## src/rtl/preg_pkg.sv

```systemverilog
`timescale 1ns/1ps
package preg_pkg;
  localparam logic [7:0] CMD_RD    = 8'h60;
  localparam logic [7:0] CMD_WR    = 8'h61;
  localparam logic [7:0] ADDR_STAT = 8'hFE;
  localparam logic [7:0] ADDR_PAGE = 8'hFF;
  localparam logic [7:0] ADDR_WIN  = 8'hF0;
  localparam int BUSY_BIT = 7;
  localparam int ACK_BIT  = 5;
  localparam int MAX_LEN  = 8;
  localparam int DATA_W   = 8 * MAX_LEN;
  localparam int LANE_W   = $clog2(MAX_LEN);

  typedef enum logic [1:0] {PH_IDLE, PH_XFER, PH_WAIT, PH_FIN} phase_e;
  typedef enum logic [2:0] {FR_BUSY, FR_PAGE, FR_WRITE, FR_DUMMY, FR_ACK, FR_DATA} frame_e;

  function automatic logic len_ok(input logic [3:0] n);
    return (n == 4'd1) || (n == 4'd2) || (n == 4'd4) || (n == 4'd6) || (n == 4'd8);
  endfunction
endpackage

```

## src/rtl/preg_rst_sync.sv

```systemverilog
`timescale 1ns/1ps
module preg_rst_sync (
  input  logic clk,
  input  logic rst_n,
  output logic rst_n_sync
);
  logic [1:0] sync_q;

  always_ff @(posedge clk or negedge rst_n) begin
    if (!rst_n) sync_q <= 2'b00;
    else        sync_q <= {sync_q[0], 1'b1};
  end

  assign rst_n_sync = sync_q[1];
endmodule

```

## src/rtl/preg_wait_timer.sv

```systemverilog
`timescale 1ns/1ps
module preg_wait_timer #(
  parameter int CYCLES = 200000
) (
  input  logic clk,
  input  logic rst_n,
  input  logic start,
  output logic expired
);
  localparam int CW = $clog2(CYCLES + 1);

  logic [CW-1:0] cnt_q, cnt_d;
  logic          run_q, run_d;

  always_comb begin
    cnt_d = cnt_q;
    run_d = run_q;
    if (start) begin
      run_d = 1'b1;
      cnt_d = CW'(CYCLES - 1);
    end else if (run_q) begin
      if (cnt_q == '0) run_d = 1'b0;
      else             cnt_d = cnt_q - 1'b1;
    end
  end

  always_ff @(posedge clk or negedge rst_n) begin
    if (!rst_n) begin
      cnt_q <= '0;
      run_q <= 1'b0;
    end else begin
      cnt_q <= cnt_d;
      run_q <= run_d;
    end
  end

  assign expired = run_q && (cnt_q == '0);
endmodule

```

## src/rtl/preg_rx_lanes.sv

```systemverilog
`timescale 1ns/1ps
module preg_rx_lanes #(
  parameter int LANES = 8
) (
  input  logic                     clk,
  input  logic                     rst_n,
  input  logic                     clear,
  input  logic                     capture,
  input  logic [$clog2(LANES)-1:0] lane,
  input  logic [7:0]               din,
  output logic [8*LANES-1:0]       dout
);
  localparam int LW = $clog2(LANES);

  for (genvar g = 0; g < LANES; g++) begin : g_lane
    logic [7:0] byte_q;
    logic       hit;

    assign hit = capture && (lane == LW'(g));

    always_ff @(posedge clk or negedge rst_n) begin
      if (!rst_n)     byte_q <= 8'h00;
      else if (clear) byte_q <= 8'h00;
      else if (hit)   byte_q <= din;
    end

    assign dout[8*g +: 8] = byte_q;
  end
endmodule

```

## src/rtl/paged_reg_seq.sv

```systemverilog
`timescale 1ns/1ps
module paged_reg_seq
  import preg_pkg::*;
#(
  parameter int WAIT_CYCLES = 200000,
  parameter int MAX_TRIES   = 10
) (
  input  logic              clk,
  input  logic              rst_n,
  input  logic              req_valid,
  output logic              req_ready,
  input  logic              req_write,
  input  logic [7:0]        req_page,
  input  logic [7:0]        req_reg,
  input  logic [3:0]        req_len,
  input  logic [DATA_W-1:0] req_wdata,
  output logic              rsp_done,
  output logic              rsp_err,
  output logic [DATA_W-1:0] rsp_rdata,
  output logic              spi_start,
  output logic [7:0]        spi_tx,
  output logic              spi_cs_hold,
  input  logic [7:0]        spi_rx,
  input  logic              spi_byte_done
);
  localparam int TRY_W = $clog2(MAX_TRIES + 1);

  logic              rst_ns;
  phase_e            phase_q, phase_d;
  frame_e            frame_q, frame_d;
  logic [3:0]        idx_q, idx_d;
  logic              pend_q, pend_d;
  logic [TRY_W-1:0]  try_q, try_d;
  logic              err_q, err_d;
  logic              load_req, timer_start, timer_exp, lane_clear;
  logic              write_q;
  logic [7:0]        page_q, reg_q;
  logic [3:0]        len_q;
  logic [DATA_W-1:0] wdata_q;
  logic [3:0]        frame_len;
  logic              last_byte, byte_ev, rx_cap, retry_last;
  logic [LANE_W-1:0] lane;

  preg_rst_sync u_rst (
    .clk        (clk),
    .rst_n      (rst_n),
    .rst_n_sync (rst_ns)
  );

  preg_wait_timer #(.CYCLES(WAIT_CYCLES)) u_timer (
    .clk     (clk),
    .rst_n   (rst_ns),
    .start   (timer_start),
    .expired (timer_exp)
  );

  preg_rx_lanes #(.LANES(MAX_LEN)) u_lanes (
    .clk     (clk),
    .rst_n   (rst_ns),
    .clear   (lane_clear),
    .capture (rx_cap),
    .lane    (lane),
    .din     (spi_rx),
    .dout    (rsp_rdata)
  );

  // frame geometry
  assign frame_len  = ((frame_q == FR_WRITE) || (frame_q == FR_DATA)) ? (len_q + 4'd2) : 4'd3;
  assign last_byte  = (idx_q == (frame_len - 4'd1));
  assign lane       = LANE_W'(idx_q - 4'd2);
  assign byte_ev    = (phase_q == PH_XFER) && pend_q && spi_byte_done;
  assign rx_cap     = byte_ev && (frame_q == FR_DATA) && (idx_q >= 4'd2);
  assign retry_last = (try_q == TRY_W'(MAX_TRIES - 1));

  // byte to send
  always_comb begin
    spi_tx = 8'h00;
    if (idx_q == 4'd0) begin
      spi_tx = ((frame_q == FR_PAGE) || (frame_q == FR_WRITE)) ? CMD_WR : CMD_RD;
    end else if (idx_q == 4'd1) begin
      case (frame_q)
        FR_BUSY, FR_ACK: spi_tx = ADDR_STAT;
        FR_PAGE:         spi_tx = ADDR_PAGE;
        FR_DATA:         spi_tx = ADDR_WIN;
        default:         spi_tx = reg_q;
      endcase
    end else begin
      case (frame_q)
        FR_PAGE:  spi_tx = page_q;
        FR_WRITE: spi_tx = wdata_q[{lane, 3'b000} +: 8];
        default:  spi_tx = 8'h00;
      endcase
    end
  end

  assign spi_start   = (phase_q == PH_XFER) && !pend_q;
  assign spi_cs_hold = !last_byte;
  assign req_ready   = (phase_q == PH_IDLE);
  assign rsp_done    = (phase_q == PH_FIN);
  assign rsp_err     = (phase_q == PH_FIN) && err_q;

  // next state
  always_comb begin
    phase_d     = phase_q;
    frame_d     = frame_q;
    idx_d       = idx_q;
    pend_d      = pend_q;
    try_d       = try_q;
    err_d       = err_q;
    load_req    = 1'b0;
    lane_clear  = 1'b0;
    timer_start = 1'b0;
    case (phase_q)
      PH_IDLE: begin
        if (req_valid) begin
          load_req   = 1'b1;
          lane_clear = 1'b1;
          try_d      = '0;
          idx_d      = 4'd0;
          pend_d     = 1'b0;
          frame_d    = FR_BUSY;
          if (len_ok(req_len)) begin
            err_d   = 1'b0;
            phase_d = PH_XFER;
          end else begin
            err_d   = 1'b1;
            phase_d = PH_FIN;
          end
        end
      end
      PH_XFER: begin
        if (spi_start) pend_d = 1'b1;
        if (byte_ev) begin
          pend_d = 1'b0;
          if (!last_byte) begin
            idx_d = idx_q + 4'd1;
          end else begin
            idx_d = 4'd0;
            case (frame_q)
              FR_BUSY, FR_ACK: begin
                if (((frame_q == FR_BUSY) && !spi_rx[BUSY_BIT]) ||
                    ((frame_q == FR_ACK)  &&  spi_rx[ACK_BIT])) begin
                  try_d   = '0;
                  frame_d = (frame_q == FR_BUSY) ? FR_PAGE : FR_DATA;
                end else if (retry_last) begin
                  err_d   = 1'b1;
                  phase_d = PH_FIN;
                end else begin
                  try_d       = try_q + 1'b1;
                  phase_d     = PH_WAIT;
                  timer_start = 1'b1;
                end
              end
              FR_PAGE:  frame_d = write_q ? FR_WRITE : FR_DUMMY;
              FR_DUMMY: begin
                frame_d = FR_ACK;
                try_d   = '0;
              end
              default:  phase_d = PH_FIN;
            endcase
          end
        end
      end
      PH_WAIT: begin
        if (timer_exp) phase_d = PH_XFER;
      end
      default: phase_d = PH_IDLE;
    endcase
  end

  // control registers
  always_ff @(posedge clk or negedge rst_ns) begin
    if (!rst_ns) begin
      phase_q <= PH_IDLE;
      frame_q <= FR_BUSY;
      idx_q   <= 4'd0;
      pend_q  <= 1'b0;
      try_q   <= '0;
      err_q   <= 1'b0;
    end else begin
      phase_q <= phase_d;
      frame_q <= frame_d;
      idx_q   <= idx_d;
      pend_q  <= pend_d;
      try_q   <= try_d;
      err_q   <= err_d;
    end
  end

  // request capture, enable only
  always_ff @(posedge clk) begin
    if (load_req) begin
      write_q <= req_write;
      page_q  <= req_page;
      reg_q   <= req_reg;
      len_q   <= req_len;
      wdata_q <= req_wdata;
    end
  end
endmodule

```

## config.mk

```make
export PLATFORM = sky130hd
export DESIGN_NAME = paged_reg_seq
export DESIGN_NICKNAME = d
export VERILOG_FILES = /design/src/rtl/preg_pkg.sv /design/src/rtl/preg_rst_sync.sv /design/src/rtl/preg_wait_timer.sv /design/src/rtl/preg_rx_lanes.sv /design/src/rtl/paged_reg_seq.sv
export SDC_FILE = /design/constraint.sdc
export NUM_CORES = 1
export LEC_CHECK = 0
export ABC_AREA = 1
export BUFFER_PORTS_ARGS = -buffer_cell sky130_fd_sc_hd__clkbuf_2
export CORE_MARGIN = 5
export CORE_UTILIZATION = 55
export DETAILED_ROUTE_END_ITERATION = 7
export PLACE_DENSITY = 0.91
export SYNTH_ARGS = -nofsm -noshare
export SYNTH_HDL_FRONTEND = slang
export SYNTH_SLANG_ARGS = --single-unit
```

## constraint.sdc

```tcl
create_clock -name clk -period 3.9 [get_ports clk]
set_input_delay 0.39 -clock clk [delete_from_list [all_inputs] [get_ports clk]]
set_output_delay 0.39 -clock clk [all_outputs]
set_load 0.02 [all_outputs]
```

==> impl_metrics.env <==
export IMPL_status="completed"
export IMPL_ctsResizeCount=0
export IMPL_fin_crit_sh_pct=91.2
export IMPL_crit_required_ns=3.51
export IMPL_synthAdderAreaFrac_pct=1.53
export IMPL_wl_mm=20.8
export IMPL_synth_top_area_share_pct=31.3
export IMPL_setup_tns_ns=0
export IMPL_synth_xor_area_share_pct=1.50
export IMPL_cp_data_arrival_time_ns=3.17
export IMPL_worstMarginPinSlew_ns=0.864
export IMPL_clk_path_buf_depth=2
export IMPL_finalSetupViolCount=0
export IMPL_dieArea_um2=17400
export IMPL_peakVddDrop_mv=0.326
export IMPL_grt_usage_pct=23.8
export IMPL_grt_pass1_vias=6536
export IMPL_cts_setup_buffers=0
export IMPL_synth_area_um2=8160
export IMPL_ant_nets=0
export IMPL_p_per_area_nw_per_um2=411
export IMPL_drc=0
export IMPL_cts_max_level=4
export IMPL_critPathKind="flop to output port"
export IMPL_grt_max_degree=70
export IMPL_rsz0062_at_grt="no"
export IMPL_hpwl_mm=14.3
export IMPL_vias=6810
export IMPL_synth_edf_count=85
export IMPL_synth_area_leader_cell="edfxtp_1"
export IMPL_stdcell_count=1177
export IMPL_die_h_um=132
export IMPL_fillCellCount=1005
export IMPL_port_buffers=173
export IMPL_synth_top_family_by_area="simple AND/OR/NAND/NOR gates"
export IMPL_boundaryPins=174
export IMPL_area_delta_synth_final_pct=19.0
export IMPL_async_reset_ff_share_pct=54.1
export IMPL_drive_gt1_share_pct=24.7
export IMPL_placed_cells=1144
export IMPL_drt_iter0_markers=780
export IMPL_synth_ff_type="dfrtp_1"
export IMPL_critPathMaxFanout=22
export IMPL_muxShareOfSynthArea_pct=0
export IMPL_period_minus_slack_ns=3.56
export IMPL_grt_antenna_before_repair=0
export IMPL_cts_sinks=185
export IMPL_antenna_cells=0
export IMPL_p_leak_nw=4.47
export IMPL_start_util_pct=56.1
export IMPL_syn_inst=808
export IMPL_start_kind="flop"
export IMPL_grt_pass1_wl_mm=33.1
export IMPL_final_nets=1087
export IMPL_fmax_mhz=281
export IMPL_drt_vias_per_instance=5.79
export IMPL_cts_buffers=17
export IMPL_avgRoutedWirePerCell_um=17.6
export IMPL_core_area_um2=14500
export IMPL_path_clk_slew_ns=0.08
export IMPL_syn_avg_cell_area_um2=10.1
export IMPL_clk_latency_ns=0.44
export IMPL_cts_tree="built"
export IMPL_finalWeightedCongestion=0.925
export IMPL_synth_area_top_cells="edfxtp_1 (31%), dfrtp_1 (31%), nand2_1 (8.0%)"
export IMPL_endpoint_kind="output port"
export IMPL_ys_warn_count=0
export IMPL_finalPower_mw=3.99
export IMPL_drv_slew=0
export IMPL_num_rows=44
export IMPL_ys_ff_latch=185
export IMPL_synth_compound_area_share_pct=11.4
export IMPL_grt_ovfl_total=0
export IMPL_ys_types=43
export IMPL_die_w_um=132
export IMPL_cap_violations=0
export IMPL_hp_class="input port to flop"
export IMPL_hold_viol_final=0
export IMPL_yosysSeqAreaShare_pct=62.0
export IMPL_first_pass_iters=5
export IMPL_ctsRootBufferMaster="clkbuf_16"
export IMPL_synth_fp_nets=915
export IMPL_yosys_area_share_simple_pct=18.6
export IMPL_maxSlewHeadroom_pct=42.4
export IMPL_fin_worst_skew_ns=0.0138
[Yosys cell counts, types with 3 or more instances]
library cell	instances
o21ai_0	76
dfrtp_1	100
nor3_1	11
nand3_1	36
nand4_1	9
xor2_1	9
nand3b_1	6
nor2_1	84
buf_6	7
o22ai_1	9
a21oi_1	16
o21ai_2	5
inv_1	52
nand2_1	173
ha_1	10
nand3_4	3
o21ai_1	45
edfxtp_1	85
xnor2_1	5
o211ai_1	4
o221ai_1	7
nand2_4	3
inv_2	14
clkbuf_1	14
[worst max-delay path, stage by stage (launching register included)]
cell	delay (ns)
dfrtp_1	0.36
buf_4	0.21
inv_1	0.47
ha_1	0.31
inv_1	0.05
nor2_1	0.51
inv_1	0.27
o2111ai_1	0.18
o2111ai_1	0.17
clkbuf_2	0.19
[cell usage in the layout, fill, tap and decap left out, drive strengths merged, types with 5 or more instances in the layout]
cell,n
clkbuf,190
nand2,177
o21ai,126
dfrtp,100
nor2,88
edfxtp,85
inv,77
nand3,40
a21oi,16
nor3,12
ha,10
xor2,9
nand4,9
o22ai,9
o221ai,7
nand3b,7
xnor2,5
[cell type report]
class / count / area (um2) / area share, %
Clock buffer: 17 / 425 / 4.38
Clock inverter: 15 / 129 / 1.33
Inverter: 67 / 251 / 2.59
Multi-Input combinational cell: 531 / 2700 / 27.8
Sequential cell: 185 / 5060 / 52.1
Tap cell: 184 / 230 / 2.37
Timing Repair Buffer: 178 / 918 / 9.46
[routing by layer]
metal	part of all wire (%)	GRT usage [%]	vias to the layer above
li1	-	-	3102
met1	39	29.9	3232
met2	48	38.2	399
met3	7.9	6.03	77
met4	4.8	12.5	0
met5	0	0	-
[metrics by stage]
step	setup slack [ns]	hold slack (ns)	utilization (%)	area [um2]
after floorplan	0.711	0.0944	-	8160
after global routing	0.172	0.112	66.8	9710
final	0.345	0.120	66.8	9710
after detailed placement	0.904	0.183	62.9	9150
after global placement	1.09	0.178	62.9	9150
after CTS	0.403	0.113	66.8	9710
[path summary, 6_finish.rpt]
check | startpoint | to | slack [ns] | cells after the start
worst max-delay path | idx_q[1] | spi_tx[0] | 0.34 | 9
min in group asynchronous | rst_n | u_rst.sync_q[0] | 0.28 | 2
worst max register to register | u_timer.cnt_q[0] | u_timer.cnt_q[6] | 1.30 | 11
worst min register to register | u_rst.sync_q[0] | u_rst.sync_q[1] | 0.36 | 0
max in group asynchronous | u_rst.sync_q[1] | u_lanes.g_lane[3].byte_q[5] | 2.53 | 1
worst min-delay path | req_wdata[49] | wdata_q[49] | 0.12 | 1
[where the power goes]
| group | leakage [nW] | switching [mW] | internal (mW) |
|---|---|---|---|
| clock | 0.276 | 0.799 | 0.842 |
| sequential | 2.04 | 0.0305 | 2.07 |
| combinational | 2.15 | 0.160 | 0.0890 |
[cells by family (layout without fill, tap and decap cells)]
family / after synthesis / in the layout
flops: 185 / 185
compound gates: 169 / 169
xor+xnor: 14 / 14
buf+inv: 92 / 277
fa+ha+maj: 10 / 10
simple gates: 337 / 337
other cells: 1 / 1
[sequential cells by signal (all words and copies together) (netlist names)]
name / cells
len_q: 4
u_lanes.g_lane.byte_q: 64
err_q: 1
pend_q: 1
u_timer.cnt_q: 18
idx_q: 4
phase_q: 2
try_q: 4
u_timer.run_q: 1
frame_q: 3
write_q: 1
reg_q: 8
wdata_q: 64
u_rst.sync_q: 2
page_q: 8
[timing repair]
action / in CTS / in global routing
hold buffers: 1 / 0
endpoints found under the hold margin: 2 / 0
endpoints found under the setup margin: 0 / 0
(Power assumes the default switching activity.)
